[src/rtl/mon_rx_pkg.sv]
// Shared types for the handshake channel receiver.
// Assumes nothing beyond being compiled before the modules that import it.
package mon_rx_pkg;
    // Acknowledge sequencer states
    typedef enum logic [1:0] {
        ACK_IDLE  = 2'd0,
        ACK_WAIT  = 2'd1,
        ACK_PULSE = 2'd2
    } ack_st_e;
endpackage

[src/rtl/mon_rx_mxdet.sv]
// Transmit-flag run detector. It counts consecutive inactive frames of mx_n
// (saturating at EOM_FRAMES) and decodes, for the current frame strobe:
// a message start, a single-gap new byte, and the end of a message.
// Assumes frame_stb is a single-cycle pulse and EOM_FRAMES >= 2.
module mon_rx_mxdet #(
    parameter int EOM_FRAMES = 2
) (
    input  logic clk,
    input  logic rst_n,
    input  logic frame_stb,
    input  logic mx_n,
    output logic start_o,
    output logic gap1_o,
    output logic eom_o
);
    localparam int RUN_W = $clog2(EOM_FRAMES + 1);
    localparam logic [RUN_W-1:0] RUN_SAT = RUN_W'(EOM_FRAMES);
    localparam logic [RUN_W-1:0] RUN_EOM = RUN_W'(EOM_FRAMES - 1);
    localparam logic [RUN_W-1:0] RUN_ONE = RUN_W'(1);

    logic [RUN_W-1:0] run;

    // Count inactive frames; an idle line is assumed at reset
    always_ff @(posedge clk) begin
        if (!rst_n) begin
            run <= RUN_SAT;
        end else if (frame_stb) begin
            if (!mx_n) begin
                run <= '0;
            end else if (run != RUN_SAT) begin
                run <= run + RUN_ONE;
            end
        end
    end

    // Decode the events of this frame from the previous run length
    always_comb begin
        start_o = frame_stb && !mx_n && (run == RUN_SAT);
        gap1_o  = frame_stb && !mx_n && (run == RUN_ONE);
        eom_o   = frame_stb &&  mx_n && (run == RUN_EOM);
    end
endmodule

[src/rtl/mon_rx_ack.sv]
// Acknowledge sequencer. It drives mr_n. A read request arms it. At the next
// enabled frame it either drops mr_n straight to active (first byte) or sends
// one inactive frame and then active. mrc low forces mr_n inactive.
// Assumes ack_req is only raised when a byte is waiting to be acknowledged.
module mon_rx_ack
    import mon_rx_pkg::*;
(
    input  logic clk,
    input  logic rst_n,
    input  logic frame_stb,
    input  logic mrc,
    input  logic ack_req,
    input  logic abort,
    output logic mr_n,
    output logic engaged
);
    ack_st_e st;
    logic    mr_q;

    // Sequence the acknowledge flag once per frame; a read arms the sequencer
    always_ff @(posedge clk) begin
        if (!rst_n) begin
            st   <= ACK_IDLE;
            mr_q <= 1'b1;
        end else begin
            if (frame_stb) begin
                if (!mrc) begin
                    mr_q <= 1'b1;
                    if (abort || st == ACK_PULSE) st <= ACK_IDLE;
                end else begin
                    case (st)
                        ACK_WAIT: begin
                            if (mr_q) begin
                                mr_q <= 1'b0;
                                st   <= ACK_IDLE;
                            end else begin
                                mr_q <= 1'b1;
                                st   <= ACK_PULSE;
                            end
                        end
                        ACK_PULSE: begin
                            mr_q <= 1'b0;
                            st   <= ACK_IDLE;
                        end
                        default: ;
                    endcase
                end
            end
            if (ack_req) st <= ACK_WAIT;
        end
    end

    // Acknowledge has been given at least once in this exchange
    always_comb begin
        engaged = !mr_q || (st == ACK_PULSE);
        mr_n    = mr_q;
    end


    mrc_off_chk: assert property (@(posedge clk) disable iff (!rst_n)
        (frame_stb && !mrc) |=> mr_n);


    pulse_end_chk: assert property (@(posedge clk) disable iff (!rst_n)
        (frame_stb && mrc && st == ACK_PULSE && !ack_req) |=> !mr_n);
endmodule

[src/rtl/mon_rx_stat.sv]
// Sticky status bank. Each bit is set by its set pulse and cleared by the
// shared read strobe; a set wins over a coinciding clear.
// Assumes set pulses are already gated by any enable.
module mon_rx_stat #(
    parameter int N_STS = 2
) (
    input  logic             clk,
    input  logic             rst_n,
    input  logic [N_STS-1:0] set_i,
    input  logic             clr_i,
    output logic [N_STS-1:0] sts_o,
    output logic             irq_o
);
    genvar gi;
    generate
        for (gi = 0; gi < N_STS; gi++) begin : g_bit
            // Hold one sticky status bit
            always_ff @(posedge clk) begin
                if (!rst_n)           sts_o[gi] <= 1'b0;
                else if (set_i[gi])   sts_o[gi] <= 1'b1;
                else if (clr_i)       sts_o[gi] <= 1'b0;
            end
        end
    endgenerate

    // Combine status into one interrupt line
    assign irq_o = |sts_o;
endmodule

[src/rtl/mon_rx.sv]
// Top of the handshake channel receiver. It tracks whether a message is in
// progress and whether a read is pending, captures bytes, and feeds the
// acknowledge sequencer and the status bank.
// Assumes rd_stb does not coincide with frame_stb, and all strobes are one cycle.
module mon_rx #(
    parameter int DATA_W     = 8,
    parameter int EOM_FRAMES = 2
) (
    input  logic              clk,
    input  logic              rst_n,
    input  logic              frame_stb,
    input  logic [DATA_W-1:0] rx_byte,
    input  logic              mx_n,
    input  logic              mrc,
    input  logic              mre,
    input  logic              rd_stb,
    input  logic              st_rd,
    output logic              mr_n,
    output logic [DATA_W-1:0] rx_data,
    output logic              sts_mdr,
    output logic              sts_mer,
    output logic              irq
);
    localparam int N_STS   = 2;
    localparam int IDX_MDR = 0;
    localparam int IDX_MER = 1;

    logic start, gap1, eom;
    logic msg, pend;
    logic take_first, take_next, store;
    logic engaged, abort, ack_req;
    logic [N_STS-1:0] sts_set, sts;

    mon_rx_mxdet #(.EOM_FRAMES(EOM_FRAMES)) u_mxdet (
        .clk       (clk),
        .rst_n     (rst_n),
        .frame_stb (frame_stb),
        .mx_n      (mx_n),
        .start_o   (start),
        .gap1_o    (gap1),
        .eom_o     (eom)
    );

    // Decide whether this frame's byte is taken and whether to abort
    always_comb begin
        take_first = start && !pend;
        take_next  = gap1 && msg && mrc && !pend;
        store      = take_first || take_next;
        abort      = frame_stb && !mrc && msg && engaged;
        ack_req    = rd_stb && pend;
        sts_set          = '0;
        sts_set[IDX_MDR] = take_first || (take_next && mre);
        sts_set[IDX_MER] = eom && msg && mre;
    end

    // Capture the byte and track the pending read
    always_ff @(posedge clk) begin
        if (!rst_n) begin
            rx_data <= '0;
            pend    <= 1'b0;
        end else begin
            if (store)       rx_data <= rx_byte;
            if (store)       pend <= 1'b1;
            else if (rd_stb) pend <= 1'b0;
        end
    end

    // Track whether a message is in progress
    always_ff @(posedge clk) begin
        if (!rst_n)                      msg <= 1'b0;
        else if (take_first)             msg <= 1'b1;
        else if ((eom && msg) || abort)  msg <= 1'b0;
    end

    mon_rx_ack u_ack (
        .clk       (clk),
        .rst_n     (rst_n),
        .frame_stb (frame_stb),
        .mrc       (mrc),
        .ack_req   (ack_req),
        .abort     (abort),
        .mr_n      (mr_n),
        .engaged   (engaged)
    );

    mon_rx_stat #(.N_STS(N_STS)) u_stat (
        .clk   (clk),
        .rst_n (rst_n),
        .set_i (sts_set),
        .clr_i (st_rd),
        .sts_o (sts),
        .irq_o (irq)
    );

    assign sts_mdr = sts[IDX_MDR];
    assign sts_mer = sts[IDX_MER];


    hold_data_chk: assert property (@(posedge clk) disable iff (!rst_n)
        pend |=> $stable(rx_data));


    mer_gate_chk: assert property (@(posedge clk) disable iff (!rst_n)
        $rose(sts_mer) |-> $past(mre));


    irq_frame_chk: assert property (@(posedge clk) disable iff (!rst_n)
        $rose(irq) |-> $past(frame_stb));


    quiet_chk: assert property (@(posedge clk) disable iff (!rst_n)
        (!frame_stb && !rd_stb) |=> $stable(rx_data) && $stable(mr_n));
endmodule

[config.mk]
export PLATFORM = sky130hd
export DESIGN_NAME = mon_rx
export DESIGN_NICKNAME = d
export VERILOG_FILES = /design/src/rtl/mon_rx_pkg.sv /design/src/rtl/mon_rx_mxdet.sv /design/src/rtl/mon_rx_ack.sv /design/src/rtl/mon_rx_stat.sv /design/src/rtl/mon_rx.sv
export SDC_FILE = /design/constraint.sdc
export NUM_CORES = 1
export LEC_CHECK = 0
export BUFFER_PORTS_ARGS = -buffer_cell sky130_fd_sc_hd__buf_2
export CAP_MARGIN = 30
export CORE_UTILIZATION = 48
export DETAILED_ROUTE_END_ITERATION = 8
export PLACE_DENSITY = 0.76
export SYNTH_ARGS = -nofsm -noshare
export SYNTH_HDL_FRONTEND = slang
export SYNTH_SLANG_ARGS = --single-unit
export TNS_END_PERCENT = 20
[constraint.sdc]
create_clock -name clk -period 2 [get_ports clk]
set_input_delay 0.1 -clock clk [delete_from_list [all_inputs] [get_ports clk]]
set_output_delay 0.1 -clock clk [all_outputs]
set_load 0.02 [all_outputs]
# After elaboration in Yosys (flattened, before gate mapping)
# Cells that the tools add are included.
# word_totals
word_cells	75
reg_bits	17
input_bits	16
out_inout_bits	12
# op_classes
n_reduce_logical	38
addsub	1
eq_ne	8
mux	18
bitwise_logic	1
# ops
op	n
1-bit logical AND	16
2-bit nonzero test	6
1-bit two-way mux	11
2-bit two-way mux	5
3-bit AND reduction	2
1-bit logical OR	5
2-bit by 1-bit == test with 1-bit output, second input constant	2
2-bit == test, second input constant	2
1-bit logical NOT	4
4-bit by 1-bit != test with 1-bit output, second input constant	1
2-bit one-hot mux with 2 select lines	1
2-bit AND reduction	2
2-bit OR reduction	2
3-bit by 1-bit != test with 1-bit output, second input constant	1
3-bit nonzero test	1
2-bit by 1-bit adder with 2-bit output, second input constant	1
2-bit by 1-bit != test with 1-bit output, second input constant	1
2-bit != test, second input constant	1
1-bit one-hot mux with 2 select lines	1
1-bit inverter	1

# Depth between registers and ports, before layout
# Gate-level depths: netlist (run 1).
# logic_depth
ltp_word	9
mapped_depth	7
ltp_nobuf	6

# Cells and area by module
# From an unflattened synthesis (run 1), not the netlist that was laid out.
# hier_totals
hier_cells	92
area_unflattened_um2	854.6
# modules_own_cells
module	seq_area_each_um2	cells_each	area_each_um2	n_inst
mon_rx	200.2	47	435.4	1
mon_rx_ack	60.1	23	192.7	1
mon_rx_mxdet	40.0	15	152.6	1
mon_rx_stat	40.0	7	73.8	1

# Worst setup path after synthesis (run 1)
# Ideal clock, no wire load.
# synth_timing
path_kind	flip-flop to flip-flop
startpoint	register u_mxdet.run[0]
endpoint	register pend
required_time_ns	1.885
path_buffers	1
path_stages_with_launch	7
t_arrival_ns	1.371
path_slack_ns	0.515
period_less_slack_ns	1.485
setup_time_ns	0.115
cell_sequence	dfxtp_1 > inv_1 > ha_1 > a31oi_1 > nor2_8 > buf_8 > o21a_1
# synth_between
elab_chain_cells	7
elab_cells_between_ends	11
classes_between	eq/ne: 2; mux: 1; reduce/logical: 8
# synth_rtl
element	line	text
start, declared	mon_rx_mxdet.sv:21	logic [RUN_W-1:0] run;
start signal, assigned	mon_rx_mxdet.sv:31	run <= run + RUN_ONE;
2-bit by 1-bit == test with 1-bit output	mon_rx_mxdet.sv:39	gap1_o = frame_stb && !mx_n && (run == RUN_ONE);
1-bit logical AND	mon_rx_mxdet.sv:39	
1-bit logical AND (3 in a row)	mon_rx.sv:47	take_next = gap1 && msg && mrc && !pend;
1-bit logical OR (*)	mon_rx.sv:48	store = take_first || take_next;
1-bit two-way mux or 2-bit nonzero test (tied branches)	--	
end signal, assigned	mon_rx.sv:60	pend <= 1'b0;
end signal, assigned	mon_rx.sv:63	if (store) pend <= 1'b1;
end signal, assigned	mon_rx.sv:64	else if (rd_stb) pend <= 1'b0;
end, declared	mon_rx.sv:29	logic msg, pend;
# Mark *: on every way between the ends. The rest lies on a longest branch, timed or not.
# A chain may end at the register's enable or synchronous reset.

# Final worst setup path (run 1)
# Ends and elaborated chain as after synthesis.

==> results.sh, run 1 <==
export IMPL_synthCells=101
export IMPL_antenna_cells=0
export IMPL_cap_violations=0
export IMPL_grt_pass1_wl_um=2620
export IMPL_wire_per_inst_um=10.1
export IMPL_synth_seq_cells=17
export IMPL_tightest_slew_ps=454
export IMPL_synth_top_cell_by_area="dfxtp_1"
export IMPL_yosysWarnings=0
export IMPL_syn_avg_cell_area_sq_um=8.49
export IMPL_clockBufferDepth=2
export IMPL_grt_max_degree=27
export IMPL_outcome="completed"
export IMPL_initial_utilization=0.538
export IMPL_setup_viol=0
export IMPL_viasPerCell=4.99
export IMPL_dr_pass1_iters=6
export IMPL_cts_clk_slew_worst_paths_ps=100
export IMPL_cts_setup_buffers=0
export IMPL_whs_endpoint="rx_data[4]"
export IMPL_synth_ff_type="dfxtp_1"
export IMPL_grt_pass1_vias=646
export IMPL_syn_cell_area_sq_um=857
export IMPL_final_nets=147
export IMPL_power_frac_seq=0.561
export IMPL_drt_total_wl_um=1510
export IMPL_reg2regPathDepth=5
export IMPL_end_kind="register"
export IMPL_final_hold_viol_count=0
export IMPL_core_area_sq_um=1590
export IMPL_drtIter0Drc=16
export IMPL_finClkSkew_ps=6.36
export IMPL_synth_edf_count=0
export IMPL_hpwl_um=1120
export IMPL_rr_startpoint="u_mxdet.run[0]"
export IMPL_slew_viol_final=0
export IMPL_num_rows=14
export IMPL_cts_root_buf="clkbuf_4"
export IMPL_dp_cells=146
export IMPL_period_minus_slack_ps=1510
export IMPL_arrival_ps=1690
export IMPL_ios=28
export IMPL_p_leak_uw=0.000461
export IMPL_powerDensity_nw_per_um2=656
export IMPL_clock_fmax_mhz=660
export IMPL_hold_buffers=0
export IMPL_synth_async_reset_ratio=0
export IMPL_crit_required_ps=2180
export IMPL_yosys_area_top_type_share=0.397
export IMPL_rsz0062_at_grt="no"
export IMPL_cts_tree="built"
export IMPL_finalNonFillerCells=150
export IMPL_via_count=748
export IMPL_cts_resized=0
export IMPL_synthTopCellsByArea="dfxtp_1 (40%), nand2_1 (9.2%), ha_1 (5.8%)"
export IMPL_rrSetupSlack_ps=490
export IMPL_drive_above_1_share=0.278
export IMPL_die_w_um=44.3
export IMPL_die_area_sq_um=1960
export IMPL_die_h_um=44.3
export IMPL_drc=0
export IMPL_worstSetupStartpointType="register"
export IMPL_ys_seq_area_frac=0.397
export IMPL_finalSetupTns_ps=0
export IMPL_seq_area_sq_um=340
export IMPL_power_switching_uw=176
export IMPL_cts_sinks=17
export IMPL_p_sw_frac=0.270
export IMPL_synthToLayoutAreaGrowth_pct=16.1
export IMPL_min_from="rx_byte[4]"
export IMPL_antenna_found_initial=0
export IMPL_path_class="reg2reg"
export IMPL_ys_types=32
export IMPL_synth_nets=121
export IMPL_hold_path_depth=3
export IMPL_ir_drop_mv=0.376
export IMPL_cp_max_fo=17
export IMPL_p_int_uw=476
export IMPL_grt_overflow=0
export IMPL_r2r_end="pend"
export IMPL_fillCellCount=141
export IMPL_clock_latency_ps=280
export IMPL_hold_path_class="in2reg"
export IMPL_postRouteAntennaNets=0
export IMPL_gp_congestion=0.813
export IMPL_multiInputGateArea_sq_um=440
export IMPL_port_buffers=27
export IMPL_grt_usage=0.178
export IMPL_power_share_clock=0.271
export IMPL_htree_levels=1
export IMPL_power_frac_comb=0.168
export IMPL_timing_final_crit_share=0.757
export IMPL_cts_buffers=3
export IMPL_relSlewSlack=0.696
metrics by stage:
stage	area (sq um)	setup WS (ps)	hold slack, ps	utilization	power (uW)
finish	995	485	23.9	0.624	652
global route	995	335	15.6	0.624	692
CTS	995	489	19.7	0.624	660
detailed placement	968	489	321	0.608	484
global placement	968	560	314	0.608	481
floorplan	857	515	221	-	457
flip-flops by register name, indices dropped and copies added (netlist names):
| name | count |
|---|---|
| u_stat.sts_o | 2 |
| msg | 1 |
| u_mxdet.run | 2 |
| u_ack.mr_n | 1 |
| rx_data | 8 |
| pend | 1 |
| u_ack.st | 2 |
metal layers:
layer | GRT usage | wire length [um] | up-vias
li1 | - | - | 399
met1 | 0.239 | 738 | 334
met2 | 0.265 | 702 | 15
met3 | 0.0531 | 67 | 0
met4 | 0.0788 | 0 | 0
met5 | 0 | 0 | -
kinds of logic after synthesis:
kind of cell,Yosys count,share of synthesized area
compound gates,25,0.193
flops,17,0.397
buf+inv,12,0.0890
simple gates,43,0.263
fa+ha+maj,4,0.0584
placed cells by master, fill, tap and decap left out, types with 2 or more instances in the layout:
| cell type | count |
|---|---|
| buf_2 | 27 |
| o22ai_1 | 2 |
| and2_1 | 2 |
| inv_1 | 6 |
| clkbuf_4 | 3 |
| o311ai_0 | 2 |
| nand3_1 | 9 |
| nand2_1 | 21 |
| nor2b_1 | 4 |
| ha_1 | 4 |
| o21ai_0 | 10 |
| a21oi_1 | 2 |
| dfxtp_1 | 17 |
Yosys cell counts, types with 2 or more instances:
cell type,instances
a21oi_1,2
and2_1,2
buf_6,2
dfxtp_1,17
ha_1,4
inv_1,6
nand2_1,21
nand3_1,9
nor2b_1,4
o21ai_0,10
o22ai_1,2
o311ai_0,2
critical path: stages (launching register included):
cell	delay (ps)
dfxtp_1	390
inv_1	60
ha_1	250
a31oi_1	390
nor2_8	110
o21a_1	210
power by group through the flow:
stage	Sequential, uW	Clock, uW	Combinational (uW)
floorplan	385	0	71.8
global placement	373	0	108
detailed placement	374	0	110
CTS	366	184	110
global route	369	201	123
finish	366	177	109
area by class of cell:
type | count | share of cell area
multi-input combinational | 72 | 0.443
sequential | 17 | 0.342
timing repair buffer | 27 | 0.136
tap | 24 | 0.0302
clock buffer | 4 | 0.0264
inverter | 6 | 0.0226
worst max-delay path by stage:
stage,slack [ps],start,to
2_1_floorplan,510,u_mxdet.run[0],pend
3_3_place_gp,560,u_mxdet.run[0],pend
3_5_place_dp,490,u_mxdet.run[0],rx_data[5]
4_1_cts,490,u_mxdet.run[0],pend
5_1_grt,340,u_mxdet.run[0],rx_data[2]
6_report,490,u_mxdet.run[0],pend
No activity file was read; power rests on OpenSTA's default activity.
==> inputs of run 2 (changes only) <==
Clock period 2 ns to 1.57 ns, I/O delays scaled along.
==> run 2 against run 1 <==
Effect of this change:
- non-clock buffer count is 8 higher
- critical endpoint unchanged
- clock power is 36% higher
- the flow now finishes with violations (negative hold slack)
- via count is 7.9% higher
- largest power group unchanged
- die area stayed put
- sequential power is 27% higher
- setup slack worse by 310 ps
- combinational power is 48% higher
==> results.sh, run 2 (synthesis results as in run 1) <==
export IMPL_postRouteAntennaNets=0
export IMPL_drtIter0Drc=17
export IMPL_dr_pass1_iters=6
export IMPL_via_count=807
export IMPL_synthToLayoutAreaGrowth_pct=25.3
export IMPL_rsz0062_at_grt="no"
export IMPL_totalPowerFinal_uw=867
export IMPL_gp_congestion=0.828
export IMPL_cts_sinks=17
export IMPL_period_minus_slack_ps=1390
export IMPL_p_leak_uw=0.000498
export IMPL_cts_buffers=3
export IMPL_powerDensity_nw_per_um2=808
export IMPL_grt_pass1_wl_um=2870
export IMPL_hold_buffers=7
export IMPL_grt_usage=0.202
export IMPL_fillCellCount=134
export IMPL_power_frac_seq=0.538
export IMPL_antenna_found_initial=0
export IMPL_ios=28
export IMPL_wire_per_inst_um=10.9
export IMPL_cts_resized=0
export IMPL_final_cell_mix="buf_2 (27), nand2_1 (21), dfxtp_1 (17)"
export IMPL_regMostFlops="rx_data"
export IMPL_outcome="complete, but fails checks"
export IMPL_slew_viol_final=0
export IMPL_relSlewSlack=0.739
export IMPL_finClkSkew_ps=6.61
export IMPL_grt_pass1_vias=697
export IMPL_power_share_clock=0.277
export IMPL_layout_commonest_cell="buf_2"
export IMPL_rrSetupSlack_ps=180
export IMPL_max_stage_delay_ps=390
export IMPL_final_hold_viol_count=1
export IMPL_arrival_ps=1590
export IMPL_cp_num_buf_inv=2
export IMPL_startpoint="u_mxdet.run[0]"
export IMPL_cap_violations=0
export IMPL_hold_path_depth=3
export IMPL_viasPerCell=5.11
export IMPL_worstSetupStartpointType="register"
export IMPL_reg2regPathDepth=6
export IMPL_num_rows=14
export IMPL_p_sw_frac=0.286
export IMPL_hpwl_um=1170
export IMPL_p_int_uw=619
export IMPL_end_kind="register"
export IMPL_cpLargestDelayFamily="flip-flops"
export IMPL_hold_path_class="in2reg"
export IMPL_violations="negative hold slack"
export IMPL_tightest_slew_ps=382
export IMPL_clockBufferDepth=2
export IMPL_slowest_stage="dfxtp_1"
export IMPL_clock_latency_ps=300
export IMPL_drt_total_wl_um=1720
export IMPL_largest_reg_flops=8
export IMPL_hold_slack_ps=-0.270
export IMPL_power_switching_uw=248
export IMPL_drive_above_1_share=0.276
export IMPL_cts_clk_slew_worst_paths_ps=100
export IMPL_ir_drop_mv=0.533
export IMPL_cts_tree="built"
export IMPL_power_frac_comb=0.185
export IMPL_min_from="rx_byte[2]"
export IMPL_r2r_end="pend"
export IMPL_drc=0
export IMPL_crit_chain="inv_1 > ha_1 > a31oi_1 > buf_4 > nor2_8 > o21a_1"
export IMPL_crit_required_ps=1770
export IMPL_grt_max_degree=27
export IMPL_finalSetupTns_ps=0
export IMPL_clock_fmax_mhz=719
export IMPL_dpl_worst_slack_ps=213
export IMPL_cp_max_fo=17
export IMPL_place_area_sq_um=976
export IMPL_die_h_um=44.3
export IMPL_die_area_sq_um=1960
export IMPL_cts_root_buf="clkbuf_4"
export IMPL_htree_levels=1
export IMPL_fin_ws_ps=180
export IMPL_final_nets=155
export IMPL_cts_setup_buffers=0
export IMPL_port_buffers=27
export IMPL_fin_area_sq_um=1070
export IMPL_initial_utilization=0.538
export IMPL_timing_final_crit_share=0.886
export IMPL_setup_viol=0
export IMPL_rr_startpoint="u_mxdet.run[0]"
export IMPL_core_area_sq_um=1590
export IMPL_path_class="reg2reg"
export IMPL_whs_endpoint="rx_data[2]"
export IMPL_grt_overflow=0
export IMPL_die_w_um=44.3
export IMPL_antenna_cells=0
==> run 2: cell types whose count changed in the layout (fill, tap and decap cells not counted) <==
cell | before | now
buf_4 | 0 | 1
clkbuf_1 | 1 | 0
clkinv_2 | 0 | 1
dlygate4sd3_1 | 0 | 7
==> run 2: how the worst max path moves through the flow <==
| stage | endpoint | slack [ps] | cells past startpoint |
|---|---|---|---|
| 4_1_cts | pend | 200 | 6 |
| 3_3_place_gp | pend | 270 | 6 |
| 2_1_floorplan | pend | 80 | 6 |
| 5_1_grt | rx_data[2] | 30 | 7 |
| 6_report | pend | 180 | 6 |
| 3_5_place_dp | rx_data[6] | 210 | 7 |
==> run 2: per-stage QoR <==
step,utilization,std cells
6_report,0.673,158
5_1_grt,0.673,158
4_1_cts,0.673,158
3_5_place_dp,0.612,147
3_3_place_gp,0.612,147
2_1_floorplan,-,101
==> run 2: routing by layer <==
metal / global-route usage / part of all wire
met1: 0.249 / 0.45
met2: 0.315 / 0.47
met3: 0.0571 / 0.055
met4: 0.115 / 0.023
met5: 0 / 0
==> run 2: layout make-up <==
class / count / area, sq um / share of cell area
Clock buffer: 3 / 22.5 / 0.0210
Timing Repair Buffer: 35 / 213 / 0.198
Sequential cell: 17 / 340 / 0.317
Clock inverter: 1 / 5.00 / 0.00466
Inverter: 6 / 22.5 / 0.0210
Tap cell: 24 / 30.0 / 0.0280
Multi-Input combinational cell: 72 / 440 / 0.410
==> run 2: worst register-to-register path, stage by stage, from the launching register on <==
cell	delay, ps
dfxtp_1	390
inv_1	60
ha_1	260
a31oi_1	180
buf_4	160
nor2_8	60
o21a_1	190
==> run 2: power by group through the flow <==
stage | clock network [uW] | registers, uW | logic [uW]
3_5_place_dp | 0 | 476 | 146
3_3_place_gp | 0 | 476 | 142
6_report | 240 | 466 | 161
5_1_grt | 273 | 470 | 178
4_1_cts | 245 | 467 | 159
2_1_floorplan | 0 | 490 | 91.4
==> inputs of run 3 (changes only) <==
--- a/config.mk
+++ b/config.mk
@@ -10,4 +10,5 @@
 export CORE_UTILIZATION = 48
 export DETAILED_ROUTE_END_ITERATION = 8
+export GPL_TIMING_DRIVEN = 0
 export PLACE_DENSITY = 0.76
 export SYNTH_ARGS = -nofsm -noshare
==> constraint.sdc (replaced) <==
create_clock -name clk -period 1.57 [get_ports clk]
set_input_delay 0.0785 -clock clk [delete_from_list [all_inputs] [get_ports clk]]
set_output_delay 0.0785 -clock clk [all_outputs]
set_load 0.05 [all_outputs]
==> run 3 against run 2 <==
Effect of this change:
- the flow now finishes without violations
- cell area down 2.3%
- clock skew down 0.83 ps
- non-clock buffer count down 5
- critical endpoint unchanged
- sequential power about the same
- largest power group unchanged
- maximum frequency down 5.0%
- die area unchanged
==> results.sh, run 3 (synthesis results as in run 1) <==
export IMPL_cp_max_fo=10
export IMPL_fillCellCount=148
export IMPL_worstSetupStartpointType="register"
export IMPL_cts_clk_slew_worst_paths_ps=100
export IMPL_drc=0
export IMPL_antenna_cells=0
export IMPL_grt_max_degree=11
export IMPL_startpoint="u_mxdet.run[0]"
export IMPL_hold_path_class="in2reg"
export IMPL_port_buffers=24
export IMPL_totalPowerFinal_uw=889
export IMPL_grt_pass1_wl_um=2950
export IMPL_die_area_sq_um=1960
export IMPL_final_core_util=0.658
export IMPL_multiInputGateArea_sq_um=455
export IMPL_drt_total_wl_um=1710
export IMPL_rrSetupSlack_ps=110
export IMPL_grt_usage=0.197
export IMPL_p_leak_uw=0.000479
export IMPL_slew_viol_final=0
export IMPL_arrival_ps=1650
export IMPL_cts_tree="built"
export IMPL_seq_area_sq_um=340
export IMPL_end_kind="register"
export IMPL_viasPerCell=4.95
export IMPL_core_area_sq_um=1590
export IMPL_setup_viol=0
export IMPL_min_from="rx_byte[4]"
export IMPL_num_rows=14
export IMPL_cts_sinks=17
export IMPL_die_w_um=44.3
export IMPL_hpwl_um=1260
export IMPL_reg2regPathDepth=6
export IMPL_largest_reg_flops=8
export IMPL_outcome="completed"
export IMPL_drive_above_1_share=0.295
export IMPL_finalSetupTns_ps=0
export IMPL_powerDensity_nw_per_um2=848
export IMPL_initial_utilization=0.538
export IMPL_timing_final_crit_share=0.932
export IMPL_drtIter0Drc=9
export IMPL_crit_required_ps=1760
export IMPL_cts_setup_buffers=0
export IMPL_postRouteAntennaNets=0
export IMPL_dr_pass1_iters=6
export IMPL_final_cell_mix="buf_2 (24), nand2_1 (21), dfxtp_1 (17)"
export IMPL_grt_pass1_vias=701
export IMPL_cts_root_buf="clkbuf_4"
export IMPL_relSlewSlack=0.739
export IMPL_finClkSkew_ps=5.78
export IMPL_synthToLayoutAreaGrowth_pct=22.3
export IMPL_endpoint="pend"
export IMPL_cts_buffers=3
export IMPL_regMostFlops="rx_data"
export IMPL_rsz0062_at_grt="no"
export IMPL_clock_fmax_mhz=684
export IMPL_final_nets=150
export IMPL_htree_levels=1
export IMPL_layout_commonest_cell="buf_2"
export IMPL_clockBufferDepth=2
export IMPL_tightest_slew_ps=382
export IMPL_rr_startpoint="u_mxdet.run[0]"
export IMPL_ir_drop_mv=0.760
export IMPL_grt_overflow=0
export IMPL_r2r_end="pend"
export IMPL_final_hold_viol_count=0
export IMPL_ios=28
export IMPL_period_minus_slack_ps=1460
export IMPL_wire_per_inst_um=11.2
export IMPL_path_class="reg2reg"
export IMPL_cap_violations=0
export IMPL_gp_congestion=0.759
export IMPL_clock_latency_ps=290
export IMPL_via_count=758
export IMPL_die_h_um=44.3
export IMPL_antenna_found_initial=0
export IMPL_hold_buffers=0
run 3: changes by cell type in the layout (fill, tap and decap cells not counted), moves of 2 or more:
cell	delta
buf_2	-3
buf_6	+2
clkbuf_1	+2
dlygate4sd3_1	-7
run 3: final cells by class:
class                           instances  area share
Timing Repair Buffer                   24       0.115
Sequential cell                        17       0.325
Tap cell                               24      0.0286
Inverter                                6      0.0215
Buffer                                  6      0.0513
Multi-Input combinational cell         72       0.434
Clock buffer                            4      0.0251
run 3: critical path: stages (launching register included):
cell,delay [ps]
dfxtp_1,390
inv_1,60
ha_1,280
a31oi_4,240
nor2_8,70
buf_8,140
o21a_1,180
run 3: repair_timing:
item | CTS | global route
hold endpoints to repair | 0 | 0
setup endpoints to repair | 1 | 6
gates resized for setup | 1 | 1
run 3: stage by stage:
stage	instance area [sq um]	hold WS (ps)	worst slack, ps	std cells
finish	1050	4.02	107	153
global route	1050	13.0	12.8	153
CTS	1040	0.614	49.8	153
detailed placement	1010	301	-17.2	149
global placement	1010	292	-1.67	149
floorplan	857	199	84.6	101
run 3: worst min path at each step:
stage	endpoint	slack (ps)	cells after the start
global route	rx_data[4]	10	3
global placement	rx_data[5]	290	3
finish	rx_data[4]	4	3
CTS	rx_data[3]	0.6	3
floorplan	rx_data[4]	200	2
detailed placement	rx_data[4]	300	3
run 3: report_power, final:
part           internal, uW  switching, uW
Combinational          69.2            124
Clock                  98.7            130
Sequential              453           14.8
Total                   620            269
run 3: metal layers:
metal / global-route usage / wire, um / vias to the layer above
li1: - / - / 405
met5: 0 / 0 / -
met1: 0.258 / 788 / 335
met3: 0.0612 / 79 / 0
met2: 0.332 / 845 / 18
met4: 0.0182 / 0 / 0
